`src/rtl/gpio_irq_pkg.sv`:
```
package gpio_irq_pkg;

  typedef enum logic [1:0] {
    TRIG_OFF  = 2'b00,
    TRIG_RISE = 2'b01,
    TRIG_FALL = 2'b10,
    TRIG_BOTH = 2'b11
  } trig_e;

  localparam logic SEL_TRIG = 1'b0;
  localparam logic SEL_FLAG = 1'b1;

  // Decide whether a level change from was_lvl to now_lvl matches mode.
  function automatic logic trig_match(input trig_e mode, input logic was_lvl,
                                      input logic now_lvl);
    logic up;
    logic dn;
    up = !was_lvl && now_lvl;
    dn = was_lvl && !now_lvl;
    case (mode)
      TRIG_RISE: return up;
      TRIG_FALL: return dn;
      TRIG_BOTH: return up | dn;
      default:   return 1'b0;
    endcase
  endfunction

endpackage

```
`src/rtl/gpio_pin_sync.sv`:
```
module gpio_pin_sync #(
  parameter int W = 8
) (
  input  logic         clk,
  input  logic         rst_n,
  input  logic [W-1:0] raw,
  output logic [W-1:0] synced
);
  logic [W-1:0] meta_q;
  logic [W-1:0] stab_q;

  always_ff @(posedge clk or negedge rst_n) begin
    if (!rst_n) begin
      meta_q <= '0;
      stab_q <= '0;
    end else begin
      meta_q <= raw;
      stab_q <= meta_q;
    end
  end

  assign synced = stab_q;
endmodule

```
`src/rtl/gpio_edge_find.sv`:
```
module gpio_edge_find
  import gpio_irq_pkg::*;
#(
  parameter int PINS = 8
) (
  input  logic            clk,
  input  logic            rst_n,
  input  logic [PINS-1:0] lvl,
  input  logic [2*PINS-1:0] trig_cfg,
  output logic [PINS-1:0] evt
);
  logic [PINS-1:0] prev_q;

  always_ff @(posedge clk or negedge rst_n) begin
    if (!rst_n) prev_q <= '0;
    else        prev_q <= lvl;
  end

  for (genvar i = 0; i < PINS; i++) begin : g_pin
    assign evt[i] = trig_match(trig_e'(trig_cfg[2*i +: 2]), prev_q[i], lvl[i]);

    // An event for an off pin must never appear.
    AST_OFF_SILENT: assert property (@(posedge clk) disable iff (!rst_n)
      (trig_cfg[2*i +: 2] == 2'b00) |-> !evt[i]) else $error("off pin fired");
  end

  // An event only happens where the level actually moved.
  AST_EVENT_ON_CHANGE: assert property (@(posedge clk) disable iff (!rst_n)
    (evt & ~(lvl ^ prev_q)) == '0) else $error("event without change");
endmodule

```
`src/rtl/gpio_flag_store.sv`:
```
module gpio_flag_store #(
  parameter int PINS = 8
) (
  input  logic            clk,
  input  logic            rst_n,
  input  logic [PINS-1:0] evt,
  input  logic            clr,
  output logic [PINS-1:0] flags,
  output logic            irq
);
  logic [PINS-1:0] flag_q;
  logic [PINS-1:0] flag_d;

  always_comb begin
    flag_d = clr ? '0 : flag_q;
    flag_d = flag_d | evt;
  end

  always_ff @(posedge clk or negedge rst_n) begin
    if (!rst_n) flag_q <= '0;
    else        flag_q <= flag_d;
  end

  assign flags = flag_q;
  assign irq   = |flag_q;

  AST_FLAG_STICKY: assert property (@(posedge clk) disable iff (!rst_n)
    !clr |=> ((flag_q & $past(flag_q)) == $past(flag_q))) else $error("flag dropped");
  AST_SET_NEEDS_EVENT: assert property (@(posedge clk) disable iff (!rst_n)
    1'b1 |=> ((flag_q & ~$past(flag_q) & ~$past(evt)) == '0)) else $error("flag from nowhere");
  AST_CLEAR_ON_READ: assert property (@(posedge clk) disable iff (!rst_n)
    clr |=> ((flag_q & ~$past(evt)) == '0)) else $error("clear failed");
  AST_KEEP_COINCIDENT: assert property (@(posedge clk) disable iff (!rst_n)
    clr |=> ((flag_q & $past(evt)) == $past(evt))) else $error("event lost");
  AST_IRQ_CAUSE: assert property (@(posedge clk) disable iff (!rst_n)
    $rose(irq) |-> ($past(evt) != '0)) else $error("irq without event");
endmodule

```
`src/rtl/gpio_edge_irq.sv`:
```
module gpio_edge_irq
  import gpio_irq_pkg::*;
#(
  parameter int PINS = 8,
  localparam int DATA_W = 2 * PINS
) (
  input  logic              clk,
  input  logic              rst_n,
  input  logic [PINS-1:0]   pin_in,
  input  logic              reg_addr,
  input  logic              reg_wr,
  input  logic              reg_rd,
  input  logic [DATA_W-1:0] reg_wdata,
  output logic [DATA_W-1:0] reg_rdata,
  output logic              irq
);
  logic [DATA_W-1:0] trig_q;
  logic [PINS-1:0]   lvl_sync;
  logic [PINS-1:0]   edge_evt;
  logic [PINS-1:0]   flag_vec;
  logic              flag_clr;
  logic              trig_we;

  assign trig_we  = reg_wr && (reg_addr == SEL_TRIG);
  assign flag_clr = reg_rd && (reg_addr == SEL_FLAG);

  always_ff @(posedge clk or negedge rst_n) begin
    if (!rst_n)       trig_q <= '0;
    else if (trig_we) trig_q <= reg_wdata;
  end

  gpio_pin_sync #(.W(PINS)) u_sync (
    .clk(clk), .rst_n(rst_n), .raw(pin_in), .synced(lvl_sync)
  );

  gpio_edge_find #(.PINS(PINS)) u_edge (
    .clk(clk), .rst_n(rst_n), .lvl(lvl_sync), .trig_cfg(trig_q), .evt(edge_evt)
  );

  gpio_flag_store #(.PINS(PINS)) u_flag (
    .clk(clk), .rst_n(rst_n), .evt(edge_evt), .clr(flag_clr),
    .flags(flag_vec), .irq(irq)
  );

  always_comb begin
    if (reg_addr == SEL_TRIG) reg_rdata = trig_q;
    else                      reg_rdata = {{(DATA_W-PINS){1'b0}}, flag_vec};
  end

  AST_TRIG_WRITE: assert property (@(posedge clk) disable iff (!rst_n)
    trig_we |=> (trig_q == $past(reg_wdata))) else $error("trigger write lost");
  AST_TRIG_HOLD: assert property (@(posedge clk) disable iff (!rst_n)
    !trig_we |=> $stable(trig_q)) else $error("trigger changed");
endmodule

```
`config.mk`:
```
export PLATFORM = sky130hd
export DESIGN_NAME = gpio_edge_irq
export DESIGN_NICKNAME = d
export VERILOG_FILES = /design/src/rtl/gpio_irq_pkg.sv /design/src/rtl/gpio_pin_sync.sv /design/src/rtl/gpio_edge_find.sv /design/src/rtl/gpio_flag_store.sv /design/src/rtl/gpio_edge_irq.sv
export SDC_FILE = /design/constraint.sdc
export NUM_CORES = 1
export LEC_CHECK = 0
export ABC_AREA = 1
export BUFFER_PORTS_ARGS = -buffer_cell sky130_fd_sc_hd__buf_2
export CORE_MARGIN = 2
export CORE_UTILIZATION = 49
export DETAILED_ROUTE_END_ITERATION = 12
export GPL_TIMING_DRIVEN = 0
export PLACE_DENSITY = 0.76
export REMOVE_ABC_BUFFERS = 1
export SKIP_LAST_GASP = 1
export SYNTH_ARGS = -nofsm -noshare
export SYNTH_HDL_FRONTEND = slang
export SYNTH_SLANG_ARGS = --single-unit
```
`constraint.sdc`:
```
create_clock -name clk -period 0.9 [get_ports clk]
set_input_delay 0.135 -clock clk [delete_from_list [all_inputs] [get_ports clk]]
set_output_delay 0.135 -clock clk [all_outputs]
set_load 0.01 [all_outputs]
```
==> results of run 1 <==
## path summary, 6_finish.rpt
kind | cells after the start | slack, ns | from | to
max | 3 | -0.31 | u_flag.flags[3] | irq
min | 1 | 0.01 | rst_n | u_sync.meta_q[5]
max reg2reg | 5 | -0.11 | u_sync.synced[4] | u_flag.flags[4]
min reg2reg | 0 | 0.35 | u_sync.meta_q[2] | u_sync.synced[2]
max in group asynchronous | 1 | 0.25 | rst_n | u_sync.synced[7]
min in group clk | 3 | 0.06 | reg_wdata[8] | trig_q[8]
## synthesized netlist by cell type
library cell,number
o21ai_1,4
inv_1,48
nand3_1,32
buf_6,2
nor2_1,12
dfrtp_1,48
buf_2,3
nand2_2,1
inv_4,1
buf_4,2
o21ai_0,4
nand2_4,1
nand2_1,80
nand4_1,1
ha_1,16
## cell families (layout without fill, tap and decap cells)
family          Yosys count  after routing  synth area share [%]
flops                    48             48                 54.36
simple gates            127            127                 23.95
fa+ha+maj                16             16                 9.060
compound gates            8              8                 1.812
buf+inv                  56            144                 10.81
## sequential cells by signal, summed over array words and instances, names as in the netlist
register       flops
u_edge.prev_q      8
u_sync.synced      8
u_sync.meta_q      8
trig_q            16
u_flag.flags       8
## power by group through the flow
stage	clock network [mW]	registers, mW	logic [mW]
6_report	1.30	2.58	1.27
5_1_grt	1.42	2.61	1.42
4_1_cts	1.31	2.57	1.11
3_5_place_dp	0	2.63	0.827
2_1_floorplan	0	2.58	0.514
3_3_place_gp	0	2.62	0.795
## per-stage QoR
step	utilization (%)	power, mW
floorplan	-	3.089
global placement	56.21	3.416
detailed placement	56.21	3.458
CTS	64.31	4.984
global route	67.61	5.449
finish	67.61	5.139
## placed cells by master (no fill, tap or decap)
master,instances
nand4_1,1
inv_1,41
buf_4,32
nor2_1,10
dfrtp_1,48
clkbuf_1,2
inv_4,1
nand3_2,5
nand2_4,1
nand3_1,27
o21ai_2,1
clkbuf_4,1
ha_2,1
buf_6,2
clkbuf_8,6
nand2_1,75
nor2_2,2
o21ai_1,7
dlygate4sd3_1,8
nand2_2,6
inv_2,7
ha_4,1
ha_1,14
buf_2,44
## layer usage
layer	track usage [%]	vias up	share of wire (%)
met5	0	-	0
li1	-	940	-
met1	24.01	923	42
met2	34.67	55	51
met4	7.966	0	1.9
met3	4.986	9	5.3
## repair_timing
action                                 CTS  global route
buffers inserted                        24            13
pin swaps                               27             8
endpoints found under the hold margin    8             0
hold buffers                             8             0
setup endpoints to repair               25            41
gates resized for setup                  7            23
## worst register-to-register path, cell delays in order (launching register included)
cell and delay, ns:
dfrtp_1 0.39, inv_1 0.06, ha_1 0.28, nand2_1 0.07, nand3_2 0.06, nand2_1 0.05
## final cells by class
type / count / area share (%)
Inverter: 49 / 6.332
Multi-Input combinational cell: 151 / 28.22
Clock buffer: 8 / 3.060
Timing Repair Buffer: 87 / 19.38
Tap cell: 52 / 2.210
Sequential cell: 48 / 40.80
==> results by group, run 1 <==
Floorplan
  – Row count: 24
  – IO Count: 46
  – Chip width: 71.15 um
  – Die ar.: slightly above 0.005 mm2
  – Die height: approximately 70 um
  – Core Footprint: 0.004354 mm2
  – Initial Util: approximately half

Synthesis
  – Cell count after synthesis: 255
  – Synth unique cells: 15
  – Synth area leader: dfrtp_1
  – Synth top area share: a little over half
  – Yosys reg bits: 48
  – Syn avg cell area: between 8 and 9 um2
  – Ys Warns: 0
  – Register area share after synthesis: between 50% and 60%
  – Area contributors post-synth: dfrtp_1, nand2_1, ha_1
  – Post-Syn Area: roughly 0.0022 mm2

STA
  – Setup-failing EPs final: 25
  – Tcrit/Tclk final: 134.4%
  – Worst-margin pin slew: 1.032 ns
  – Final Skew: 0.006004 ns
  – Fin. Hold Viols: 0
  – Final WS setup: -0.3097 ns
  – Final Max Slew Viols: 0
  – Rel. slew slack: a little under a third
  – Setup TNS: -4.281 ns
  – Minimum clock period: 1.210 ns
  – Max frequency: 826.7 MHz
  – Unrepaired setup endpoints after global routing: yes
  – Hold slack final: 0.01199 ns

Outcome
  – Status: finished, violations left
  – Failing checks: negative setup slack

Power and ir drop
  – Share of power burned in registers: 50.2%
  – Leak Pwr: 1.690 nW
  – Int Pwr: roughly 3.6 mW
  – PD cells: 1746 mW/mm2
  – Switching share of power: 29.20%
  – Switching pwr: around 1.5 mW
  – Clk pwr share: 25.2%
  – Comb pwr share: between 20% and 30%
  – Maximum vdd drop: 0.001135 V

Placed design
  – RePlAce Congestion: 0.7849
  – Worst slack, placed: -0.2802 ns
  – Inst Count DP: 345
  – PortBufs: 45
  – Final HPWL DP: 2813 um
  – Area after DPL: 0.002447 mm2

GRT
  – Vias in the first global route: 1896
  – GR Util All Layers: between 20% and 30%
  – Global-route wire length before repair: 7928 um
  – Largest net degree at the start of global routing: 49
  – Initial antenna violation count: 0
  – Overflow after GRT: 0

Layout
  – Register Area: between 0.001 and 0.0015 mm2
  – Fillers: 328
  – Fin area: ~0.0029 mm2
  – Nets: between 300 and 400
  – Proportion of layout cells with a drive suffix above 1: ~32%
  – Antenna cell count: 0
  – Area Overhead vs Synth: 33.24%
  – Post-Layout Cell Count: 395
  – Area of the multi-input gates: 830.8 um2

Critical path
  – Crit. End Element: primary output
  – Max stage delay on crit path: 0.41 ns
  – Crit path kind: reg -> out
  – CP bufs+invs: 1
  – CP required: 0.76 ns
  – Worst-path fanout max: 3
  – Cell Chain, Critical Path: nor2_1 -> nand4_1 -> buf_2
  – CP arrival: ~1.1 ns
  – Slowest stage cell, crit path: dfrtp_1
  – Worst setup SP type: flop
  – Top Family by Delay on Critical Path: flip-flops

Detailed routing
  – DRC: 0
  – Routed WL: 4946 um
  – Iter 0 DRT Violations: 127
  – WL/cell: 12.52 um
  – Antenna violation net count after detailed routing: 0
  – Drt via density: 4.878
  – Vias: 1927
  – DRT Pass-1 Iters: 6

Clocking
  – Clock-pin slew on the worst setup and hold paths: 0.08 ns
  – Depth of the CTS H-tree: 2
  – Num Clock Sinks: 48
  – Worst-skew pair later-pin latency: 0.30 ns
  – Num CTS Buffers: 5
  – CTS tree: yes
  – Root Buffer: clkbuf_8
  – Clk buf depth: 2

Hold path
  – Hold crit path type: in -> async

Run
  – Max Cap Viol: 0
No activity file was read; power rests on OpenSTA's default activity.
==> inputs of run 2 (changes only) <==
--- a/config.mk
+++ b/config.mk
@@ -11,7 +11,8 @@
 export CORE_UTILIZATION = 49
 export DETAILED_ROUTE_END_ITERATION = 12
 export GPL_TIMING_DRIVEN = 0
-export PLACE_DENSITY = 0.76
+export MAX_ROUTING_LAYER = met4
+export PLACE_DENSITY = 0.72
 export REMOVE_ABC_BUFFERS = 1
 export SKIP_LAST_GASP = 1
 export SYNTH_ARGS = -nofsm -noshare
==> run 2 against run 1 <==
Net effect:
- the flow still finishes with violations (negative setup slack)
- combinational power decreased by 5%
- non-clock buffer count fell by 8
- cell count down 2.0%
- hold slack got worse by 0.0042 ns
- cell area shrank 1.2%
- clock-buffer cell count unchanged
- clock power about the same
==> results by group, run 2 (synthesis results as in run 1) <==
Outcome
  – Status: finished, violations left
  – Failing checks: negative setup slack

STA
  – Final Skew: around 0.0035 ns
  – Setup TNS: -4.234 ns
  – Final WS setup: -0.3197 ns
  – Rel. slew slack: 31.88%
  – Final Max Slew Viols: 0
  – Minimum clock period: between 1 and 1.5 ns
  – Setup-failing EPs final: 25
  – Tcrit/Tclk final: 135.5%
  – Max frequency: 819.8 MHz
  – Fin. Hold Viols: 0
  – Worst-margin pin slew: approximately 1.0 ns
  – Unrepaired setup endpoints after global routing: yes

Layout
  – Most frequent cells in the layout: nand2_1, dfrtp_1, buf_2
  – Biggest register: trig_q
  – Antenna cell count: 0
  – Commonest non-fill, non-tap cell in the layout: nand2_1
  – Proportion of layout cells with a drive suffix above 1: between 30 and 40%
  – Fin area: around 0.0029 mm2
  – Area Overhead vs Synth: 31.60%
  – Fillers: 354
  – Nets: 379
  – Largest register FFs: 16
  – Register Area: 0.001201 mm2
  – Area of the multi-input gates: approximately 860 um2

Placed design
  – PortBufs: 45
  – RePlAce Congestion: approximately 0.8
  – Area after DPL: 0.002447 mm2
  – Worst slack, placed: -0.2891 ns
  – Final HPWL DP: around 2800 um

Floorplan
  – Core Footprint: 0.004354 mm2
  – Die height: 71.15 um
  – Row count: 24
  – IO Count: 46
  – Die ar.: 0.005062 mm2
  – Initial Util: ~51%
  – Chip width: 71.15 um

Detailed routing
  – Iter 0 DRT Violations: 62
  – Vias: 1842
  – Routed WL: approximately 4700 um
  – Antenna violation net count after detailed routing: 0
  – WL/cell: 12.06 um
  – DRC: 0
  – Drt via density: 4.760
  – DRT Pass-1 Iters: 4

Clocking
  – Num CTS Buffers: 5
  – Clock-pin slew on the worst setup and hold paths: about 0.08 ns
  – Depth of the CTS H-tree: 2
  – CTS tree: yes
  – Root Buffer: clkbuf_8
  – Worst-skew pair later-pin latency: approximately 0.30 ns
  – Num Clock Sinks: 48
  – Clk buf depth: 2

Hold path
  – Hold crit path type: in -> async

Critical path
  – Crit path kind: reg -> out
  – CP required: 0.76 ns
  – Worst-path fanout max: 3
  – Reg-to-Reg Start: u_flag.flags[7]
  – Reg2Reg Capture Point: u_flag.flags[7]
  – Flop-to-flop setup slack: -0.15 ns
  – CP arrival: 1.08 ns
  – Worst setup SP type: flop
  – FF-to-FF path depth: 6
  – Crit. End Element: primary output

Power and ir drop
  – Maximum vdd drop: 0.001223 V
  – PD cells: 1758 mW/mm2
  – Leak Pwr: between 1.5 and 2 nW

GRT
  – Largest net degree at the start of global routing: slightly below 50
  – Initial antenna violation count: 0
  – Overflow after GRT: 0
  – Global-route wire length before repair: between 7000 and 8000 um
  – GR Util All Layers: 19.87%
  – Vias in the first global route: 1793

Run
  – Max Cap Viol: 0
[run 2: changes by cell type in the layout (fill, tap and decap cells not counted), moves of 2 or more]
cell,delta
buf_4,-7
ha_1,-4
inv_1,-3
inv_2,+3
ha_2,+2
ha_4,+2
[run 2: final cells by class]
cell class                      count  area share [%]
Inverter                           49           6.411
Tap cell                           52           2.238
Timing Repair Buffer               79           17.43
Multi-Input combinational cell    151           29.52
Sequential cell                    48           41.31
Clock buffer                        8           3.098
[run 2: per-stage QoR]
step | util, % | cells | power (mW) | hold WS [ns]
CTS | 63.39 | 380 | 4.998 | 0.05034
detailed placement | 56.21 | 345 | 3.455 | 0.2444
global placement | 56.21 | 345 | 3.418 | 0.2429
finish | 66.78 | 387 | 5.111 | 0.007820
global route | 66.78 | 387 | 5.415 | 0.07560
floorplan | - | 248 | 3.089 | -0.1606
[run 2: timing repair]
item	4_1_cts	5_1_grt
setup endpoints to repair	25	41
hold endpoints to repair	8	0
buffers inserted	19	8
resized for setup	7	29
hold buffers	8	0
pin swaps	28	11
[run 2: worst max-delay path by stage]
stage                     startpoint         endpoint  slack [ns]  cells past startpoint
global route         u_flag.flags[7]              irq       -0.35                      3
finish               u_flag.flags[7]              irq       -0.32                      3
CTS                  u_flag.flags[0]              irq       -0.31                      3
floorplan           u_sync.synced[1]  u_flag.flags[1]       -0.01                      5
global placement            reg_addr       trig_q[14]       -0.25                      5
detailed placement          reg_addr        trig_q[4]       -0.29                      5
[run 2: metal layers]
layer	part of all wire (%)	track usage, %	vias up
li1	-	-	924
met1	43	22.91	874
met2	52	33.54	36
met3	3.9	4.843	8
met4	1.7	7.338	0
met5	0	-	-
[run 2: worst max-delay path, cell delays in order, from the launching register on]
cell	delay [ns]
dfrtp_1	0.43
nor2_1	0.10
nand4_1	0.10
buf_2	0.15
[run 2: power by group]
part / internal (mW) / switching [mW] / total, mW
logic: 0.587 / 0.626 / 1.21
registers: 2.39 / 0.182 / 2.58
clock network: 0.628 / 0.693 / 1.32
total: 3.61 / 1.50 / 5.11
